--- src/rtl/spi_arm_pkg.sv ---
package spi_arm_pkg;

  // Word slots of the register window, selected by regAddr[3:2].
  typedef enum logic [1:0] {
    SLOT_FLAG = 2'd0,
    SLOT_ARM  = 2'd1,
    SLOT_RX   = 2'd2,
    SLOT_TX   = 2'd3
  } regSlot_t;

  // Sequencer states.
  typedef enum logic [2:0] {
    ST_IDLE  = 3'd0,
    ST_SETUP = 3'd1,
    ST_CLOCK = 3'd2,
    ST_HOLD  = 3'd3,
    ST_DONE  = 3'd4
  } seqState_t;

  // Strobes sent from the control to the datapath.
  typedef struct packed {
    logic loadTx;
    logic shiftTx;
    logic sampleRx;
  } spiStrobes_t;

endpackage

--- src/rtl/spi_arm_regs.sv ---
module spi_arm_regs
  import spi_arm_pkg::*;
#(
  parameter int WORD_W = 24
) (
  input  logic              clk,
  input  logic              rstN,
  input  logic [3:0]        regAddr,
  input  logic              regWe,
  input  logic [31:0]       regWdata,
  input  logic              finished,
  input  logic [WORD_W-1:0] rxWord,
  output logic              armBit,
  output logic [WORD_W-1:0] txWord,
  output logic [31:0]       regRdata
);

  regSlot_t slotSel;
  assign slotSel = regSlot_t'(regAddr[3:2]);

  // Only the arm and transmit slots hold state written from the bus.
  always_ff @(posedge clk) begin
    if (!rstN) begin
      armBit <= 1'b0;
      txWord <= '0;
    end else if (regWe) begin
      case (slotSel)
        SLOT_ARM: armBit <= regWdata[0];
        SLOT_TX:  txWord <= regWdata[WORD_W-1:0];
        default:  ;
      endcase
    end
  end

  always_comb begin
    case (slotSel)
      SLOT_FLAG: regRdata = 32'(finished);
      SLOT_ARM:  regRdata = 32'(armBit);
      SLOT_RX:   regRdata = 32'(rxWord);
      default:   regRdata = 32'(txWord);
    endcase
  end

  logic unusedBusBits;
  assign unusedBusBits = ^{regAddr[1:0], regWdata};

endmodule

--- src/rtl/spi_arm_ctrl.sv ---
module spi_arm_ctrl
  import spi_arm_pkg::*;
#(
  parameter bit SCK_POL   = 1'b0,
  parameter bit SCK_PHASE = 1'b1,
  parameter int HALF_WAIT = 10,
  parameter int SEL_WAIT  = 5,
  parameter int WORD_W    = 24
) (
  input  logic        clk,
  input  logic        rstN,
  input  logic        armBit,
  output spiStrobes_t strobes,
  output logic        sck,
  output logic        ssN,
  output logic        finished
);

  localparam int EDGES   = 2 * WORD_W;
  localparam int EDGE_W  = $clog2(EDGES + 1);
  localparam int CNT_MAX = (HALF_WAIT > SEL_WAIT) ? HALF_WAIT : SEL_WAIT;
  localparam int CNT_W   = $clog2(CNT_MAX + 1);
  // Sampling falls on the first edge of each pulse when the idle level
  // and the phase select the same rising/falling edge.
  localparam bit SAMPLE_LEAD = (SCK_POL == SCK_PHASE);

  seqState_t   state;
  logic [CNT_W-1:0]  waitCnt;
  logic [EDGE_W-1:0] edgeCnt;
  logic        sckReg;

  logic selDone;
  logic halfDone;
  logic lastEdge;
  logic leadEdge;

  assign selDone  = (waitCnt == CNT_W'(SEL_WAIT - 1));
  assign halfDone = (state == ST_CLOCK) && (waitCnt == CNT_W'(HALF_WAIT - 1));
  assign lastEdge = (edgeCnt == EDGE_W'(EDGES - 1));
  assign leadEdge = ~edgeCnt[0];

  always_ff @(posedge clk) begin
    if (!rstN) begin
      state   <= ST_IDLE;
      waitCnt <= '0;
      edgeCnt <= '0;
      sckReg  <= SCK_POL;
    end else begin
      case (state)
        ST_IDLE: begin
          waitCnt <= '0;
          edgeCnt <= '0;
          if (armBit) state <= ST_SETUP;
        end
        ST_SETUP: begin
          if (selDone) begin
            waitCnt <= '0;
            state   <= ST_CLOCK;
          end else begin
            waitCnt <= waitCnt + 1'b1;
          end
        end
        ST_CLOCK: begin
          if (halfDone) begin
            waitCnt <= '0;
            sckReg  <= ~sckReg;
            edgeCnt <= edgeCnt + 1'b1;
            if (lastEdge) state <= ST_HOLD;
          end else begin
            waitCnt <= waitCnt + 1'b1;
          end
        end
        ST_HOLD: begin
          if (selDone) begin
            waitCnt <= '0;
            state   <= armBit ? ST_DONE : ST_IDLE;
          end else begin
            waitCnt <= waitCnt + 1'b1;
          end
        end
        ST_DONE: begin
          if (!armBit) state <= ST_IDLE;
        end
        default: state <= ST_IDLE;
      endcase
    end
  end

  always_comb begin
    strobes.loadTx   = (state == ST_IDLE) && armBit;
    strobes.sampleRx = halfDone && (leadEdge == SAMPLE_LEAD);
    // The first bit is already on the line when select falls, so the very
    // first edge never shifts.
    strobes.shiftTx  = halfDone && (leadEdge != SAMPLE_LEAD) && (edgeCnt != '0);
  end

  assign sck      = sckReg;
  assign ssN      = (state == ST_IDLE) || (state == ST_DONE);
  assign finished = (state == ST_DONE) && armBit;

endmodule

--- src/rtl/spi_arm_datapath.sv ---
module spi_arm_datapath
  import spi_arm_pkg::*;
#(
  parameter int WORD_W   = 24,
  parameter bit USE_MOSI = 1'b1,
  parameter bit USE_MISO = 1'b1
) (
  input  logic              clk,
  input  logic              rstN,
  input  spiStrobes_t       strobes,
  input  logic [WORD_W-1:0] txWord,
  input  logic              miso,
  output logic              mosi,
  output logic [WORD_W-1:0] rxWord
);

  generate
    if (USE_MOSI) begin : g_txLane
      logic [WORD_W-1:0] txShift;
      always_ff @(posedge clk) begin
        if (!rstN)                txShift <= '0;
        else if (strobes.loadTx)  txShift <= txWord;
        else if (strobes.shiftTx) txShift <= txShift << 1;
      end
      assign mosi = txShift[WORD_W-1];
    end else begin : g_noTxLane
      logic unusedTxSide;
      assign unusedTxSide = ^{txWord, strobes.loadTx, strobes.shiftTx};
      assign mosi = 1'b0;
    end

    if (USE_MISO) begin : g_rxLane
      logic [WORD_W-1:0] rxShift;
      always_ff @(posedge clk) begin
        if (!rstN)                 rxShift <= '0;
        else if (strobes.sampleRx) rxShift <= WORD_W'({rxShift, miso});
      end
      assign rxWord = rxShift;
    end else begin : g_noRxLane
      logic unusedRxSide;
      assign unusedRxSide = ^{miso, strobes.sampleRx, clk, rstN};
      assign rxWord = '0;
    end
  endgenerate

endmodule

--- src/rtl/armed_spi_master.sv ---
module armed_spi_master
  import spi_arm_pkg::*;
#(
  parameter bit SCK_POL   = 1'b0,
  parameter bit SCK_PHASE = 1'b1,
  parameter int HALF_WAIT = 10,
  parameter int SEL_WAIT  = 5,
  parameter int WORD_W    = 24,
  parameter bit USE_MOSI  = 1'b1,
  parameter bit USE_MISO  = 1'b1
) (
  input  logic        clk,
  input  logic        rstN,
  input  logic [3:0]  regAddr,
  input  logic        regWe,
  input  logic [31:0] regWdata,
  output logic [31:0] regRdata,
  input  logic        miso,
  output logic        mosi,
  output logic        sck,
  output logic        ssN
);

  logic              armBit;
  logic              finished;
  logic [WORD_W-1:0] txWord;
  logic [WORD_W-1:0] rxWord;
  spiStrobes_t       strobes;

  spi_arm_regs #(.WORD_W(WORD_W)) regsInst (
    .clk      (clk),
    .rstN     (rstN),
    .regAddr  (regAddr),
    .regWe    (regWe),
    .regWdata (regWdata),
    .finished (finished),
    .rxWord   (rxWord),
    .armBit   (armBit),
    .txWord   (txWord),
    .regRdata (regRdata)
  );

  spi_arm_ctrl #(
    .SCK_POL   (SCK_POL),
    .SCK_PHASE (SCK_PHASE),
    .HALF_WAIT (HALF_WAIT),
    .SEL_WAIT  (SEL_WAIT),
    .WORD_W    (WORD_W)
  ) ctrlInst (
    .clk      (clk),
    .rstN     (rstN),
    .armBit   (armBit),
    .strobes  (strobes),
    .sck      (sck),
    .ssN      (ssN),
    .finished (finished)
  );

  spi_arm_datapath #(
    .WORD_W   (WORD_W),
    .USE_MOSI (USE_MOSI),
    .USE_MISO (USE_MISO)
  ) dpInst (
    .clk     (clk),
    .rstN    (rstN),
    .strobes (strobes),
    .txWord  (txWord),
    .miso    (miso),
    .mosi    (mosi),
    .rxWord  (rxWord)
  );

endmodule

--- config.mk ---
export PLATFORM = sky130hd
export DESIGN_NAME = armed_spi_master
export DESIGN_NICKNAME = d
export VERILOG_FILES = /design/src/rtl/spi_arm_pkg.sv /design/src/rtl/spi_arm_regs.sv /design/src/rtl/spi_arm_ctrl.sv /design/src/rtl/spi_arm_datapath.sv /design/src/rtl/armed_spi_master.sv
export SDC_FILE = /design/constraint.sdc
export NUM_CORES = 1
export LEC_CHECK = 0
export BUFFER_PORTS_ARGS = -buffer_cell sky130_fd_sc_hd__buf_2
export CAP_MARGIN = 25
export CORE_MARGIN = 4
export CORE_UTILIZATION = 50
export CTS_BUF_LIST = sky130_fd_sc_hd__clkbuf_2
export DETAILED_ROUTE_END_ITERATION = 10
export GPL_TIMING_DRIVEN = 0
export PLACE_DENSITY = 0.78
export SETUP_SLACK_MARGIN = 0.05
export SYNTH_ARGS = -nofsm -noshare
export SYNTH_HDL_FRONTEND = slang
export SYNTH_SLANG_ARGS = --single-unit
export TNS_END_PERCENT = 50
--- constraint.sdc ---
create_clock -name clk -period 5 [get_ports clk]
set_clock_uncertainty 0.05 [all_clocks]
set_input_delay 0.25 -clock clk [delete_from_list [all_inputs] [get_ports clk]]
set_output_delay 0.25 -clock clk [all_outputs]
set_load 0.05 [all_outputs]
==> flow_summary.json <==
{
  "status": "finished, final reports clean",
  "clockBufferDepth": 2,
  "cts_max_level": 3,
  "yosysWarnings": 0,
  "cts_tree": "built",
  "synth_top_area_frac": 0.4120,
  "cp_top_family": "buffers and inverters",
  "switching_power_mw": 0.3443,
  "cp_max_fo": 10,
  "drt_iter0_drc": 334,
  "synth_top_family_by_area": "simple AND/OR/NAND/NOR gates",
  "synth_seq_area_share": 0.4120,
  "synth_mux_area_frac": 0.06185,
  "drive_above_1_share": 0.1579,
  "grt_max_degree": 16,
  "drv_slew": 0,
  "portBuffers": 53,
  "setup-violations-final": 0,
  "cp_common_cell": "o21ai_0",
  "num_vias": 4062,
  "std_cell_rows": 33,
  "num_io_pins": 75,
  "ys_async_sr_fraction": 0,
  "ys_ff_latch": 87,
  "drtAntennaViolNets": 0,
  "p_int_mw": 0.9365,
  "synth_ff_type": "dfxtp_1",
  "design_area_um2": 5041,
  "placed_cell_area_um2": 4651,
  "nFillCells": 700,
  "cp.arrival_ps": 2200,
  "synth_fa_ha_area_frac": 0.01480,
  "slew_headroom": 0.5049,
  "seqCellArea_um2": 1742,
  "cts_num_sinks": 87,
  "drc": 0,
  "power_frac_comb": 0.110,
  "dp_cells": 672,
  "die_area_um2": 9991,
  "yosys-top-cells-area": "dfxtp_1 (41%), a21boi_0 (8.9%), nand2_1 (6.8%)",
  "cap_violations": 0,
  "multi_input_area_um2": 2235,
  "die_height_um": 99.96,
  "ir_drop_mv": 0.1667,
  "areaGrowthSynthToFinish_pct": 19.24,
  "cts_root_buffer": "clkbuf_2",
  "clk_latency_ps": 550,
  "required_ps": 4700,
  "avgSynthCellArea_um2": 8.339,
  "chipWidth_um": 99.96,
  "cp_slowest_cell": "dfxtp_1",
  "critPathKind": "register to primary output",
  "synth_edf_count": 0,
  "tightestPinTransition_ps": 742.6,
  "antenna_found_initial": 0,
  "syn_area_um2": 4228,
  "grt_setup_unrepaired": "no",
  "postCtsSetupBuffers": 0,
  "core-area_um2": 8217,
  "cp_cell_sequence": "clkbuf_1, and2_1, o21ai_0, o21ai_0, buf_2",
  "r2r_slack_ps": 2770,
  "cts.reportedPaths.clkPinSlew_ps": 240,
  "synthSimpleGateAreaFrac": 0.2385,
  "synth_cell_types": 41,
  "totalWireLength_um": 11620,
  "cts_buffers": 9,
  "startpoint_type": "register",
  "power.leakage_nw": 1.894,
  "hold_path.class": "input port to register",
  "p_clk_frac": 0.328,
  "crit_path_end_kind": "primary output",
  "drt-wirelength-per-cell_um": 16.29,
  "drt_pass1_iterations": 5,
  "antenna_cells": 0,
  "synth_compound_area_frac": 0.1918,
  "synthXorXnorAreaFrac": 0.01450,
  "track_usage": 0.2349,
  "gp_congestion": 0.9034,
  "fin_nets": 648,
  "period_needed_ps": 2501,
  "instances_no_fill": 713,
  "grt_pass1_wl_um": 18740,
  "cpPeakStageDelay_ps": 490,
  "timing.fmax_ghz": 0.3998,
  "grt_pass1_vias": 3835,
  "via_per_inst": 5.697,
  "dp_hpwl_um": 8203,
  "initial_core_util": 0.5145,
  "power.density_nw_per_um2": 254.1,
  "min_period_over_period": 0.5003,
  "hold_violations": 0,
  "netlist_instances": 507,
  "path_buf_inv": 2,
  "yosys.area.top_type": "dfxtp_1",
  "grt_overflow": 0,
  "tns_ps": 0,
  "swShare": 0.2688,
  "seq_power_share": 0.562
}
==> path summary, 6_finish.rpt <==
path | from | end | cells past startpoint
worst max-delay path | ctrlInst.state[2] | regRdata[0] | 5
worst min register to register | dpInst.rxWord[23] | dpInst.rxWord[23] | 2
worst max register to register | ctrlInst.waitCnt[1] | dpInst.g_txLane.txShift[18] | 8
worst min-delay path | rstN | dpInst.rxWord[13] | 2
==> power by group through the flow <==
stage,combinational [mW],clock (mW),sequential (mW)
5_1_grt,0.152,0.449,0.722
3_3_place_gp,0.121,0,0.732
2_1_floorplan,0.0887,0,0.730
3_5_place_dp,0.123,0,0.733
4_1_cts,0.138,0.421,0.720
6_report,0.141,0.420,0.720
==> kinds of logic (layout without fill, tap and decap cells) <==
kind of cell / count (synthesis) / after routing
XOR/XNOR: 7 / 7
flip-flops: 87 / 87
adder cells (fa/ha/maj): 5 / 5
multiplexers: 26 / 26
buffers and inverters: 58 / 152
other: 1 / 8
AO/OA/AOI/OAI: 121 / 121
AND/OR/NAND/NOR: 202 / 202
==> timing repair <==
item | in CTS | in global routing
hold endpoints to repair | 26 | 0
gates resized for setup | 0 | 0
hold buffers | 25 | 0
==> synthesized netlist by cell type (all sizes together) (4+ instances only) <==
cell / n
a211oi: 15
a21boi: 50
a21oi: 11
and2: 5
buf: 28
clkbuf: 25
dfxtp: 87
ha: 5
inv: 5
mux2i: 25
nand2: 77
nand3: 32
nor2: 21
nor2b: 29
nor4: 14
o21ai: 26
o22ai: 10
or3: 10
xnor2: 4
==> area by class of cell <==
cell class	count	share of cell area
inverter	5	0.003723
timing repair buffer	78	0.1023
sequential	87	0.3455
clock inverter	7	0.01886
clock buffer	9	0.008935
tap	105	0.02606
buffer	53	0.05138
multi-input combinational	369	0.4433
==> per-stage QoR <==
stage | setup slack [ps] | power, mW | hold WS [ps] | util
finish | 2499 | 1.281 | 53.00 | 0.6135
global route | 2344 | 1.323 | 51.14 | 0.6135
CTS | 2491 | 1.279 | 39.93 | 0.6135
detailed placement | 2855 | 0.8556 | 421.1 | 0.5660
global placement | 2892 | 0.8537 | 405.4 | 0.5660
floorplan | 2137 | 0.8186 | 344.9 | -
==> cells in the final DEF, fill, tap and decap left out, types with 2 or more instances in the layout <==
cell type and count:
a21oi_1 11, clkbuf_1 25, nor2b_1 29, buf_4 11, mux2i_1 25, nor4_1 14, nor2_1 21, nor3b_1 2
nand3_1 31, o21ai_0 26, nand2_1 77, dfxtp_1 87, conb_1 8, clkbuf_2 9, o22ai_1 10, buf_2 68
a22oi_1 3, inv_6 2, and2_1 5, ha_1 5, buf_1 2, nand4b_1 3, nand3b_1 3, xor2_1 3
or3_1 10, xnor2_1 4, a21boi_0 50, a211oi_1 15, dlygate4sd3_1 25, bufinv_16 2, inv_1 5
==> routing by layer <==
| layer | GRT usage | part of all wire | routed length (µm) | vias up |
|---|---|---|---|---|
| met3 | 0.03822 | 0.089 | 1037 | 25 |
| met1 | 0.3125 | 0.42 | 4936 | 1900 |
| met4 | 0.1029 | 0.022 | 256 | 0 |
| met2 | 0.3766 | 0.46 | 5388 | 190 |
| met5 | 0 | 0 | 0 | - |
| li1 | - | - | - | 1947 |
==> sequential cells by signal, indices dropped and copies added, names as in the netlist <==
signal                   flops
dpInst.g_txLane.txShift     24
dpInst.rxWord               24
regsInst.txWord             24
ctrlInst.edgeCnt             6
ctrlInst.waitCnt             4
ctrlInst.state               3
ctrlInst.sck                 1
regsInst.armBit              1
No activity file was read; power rests on OpenSTA's default activity.
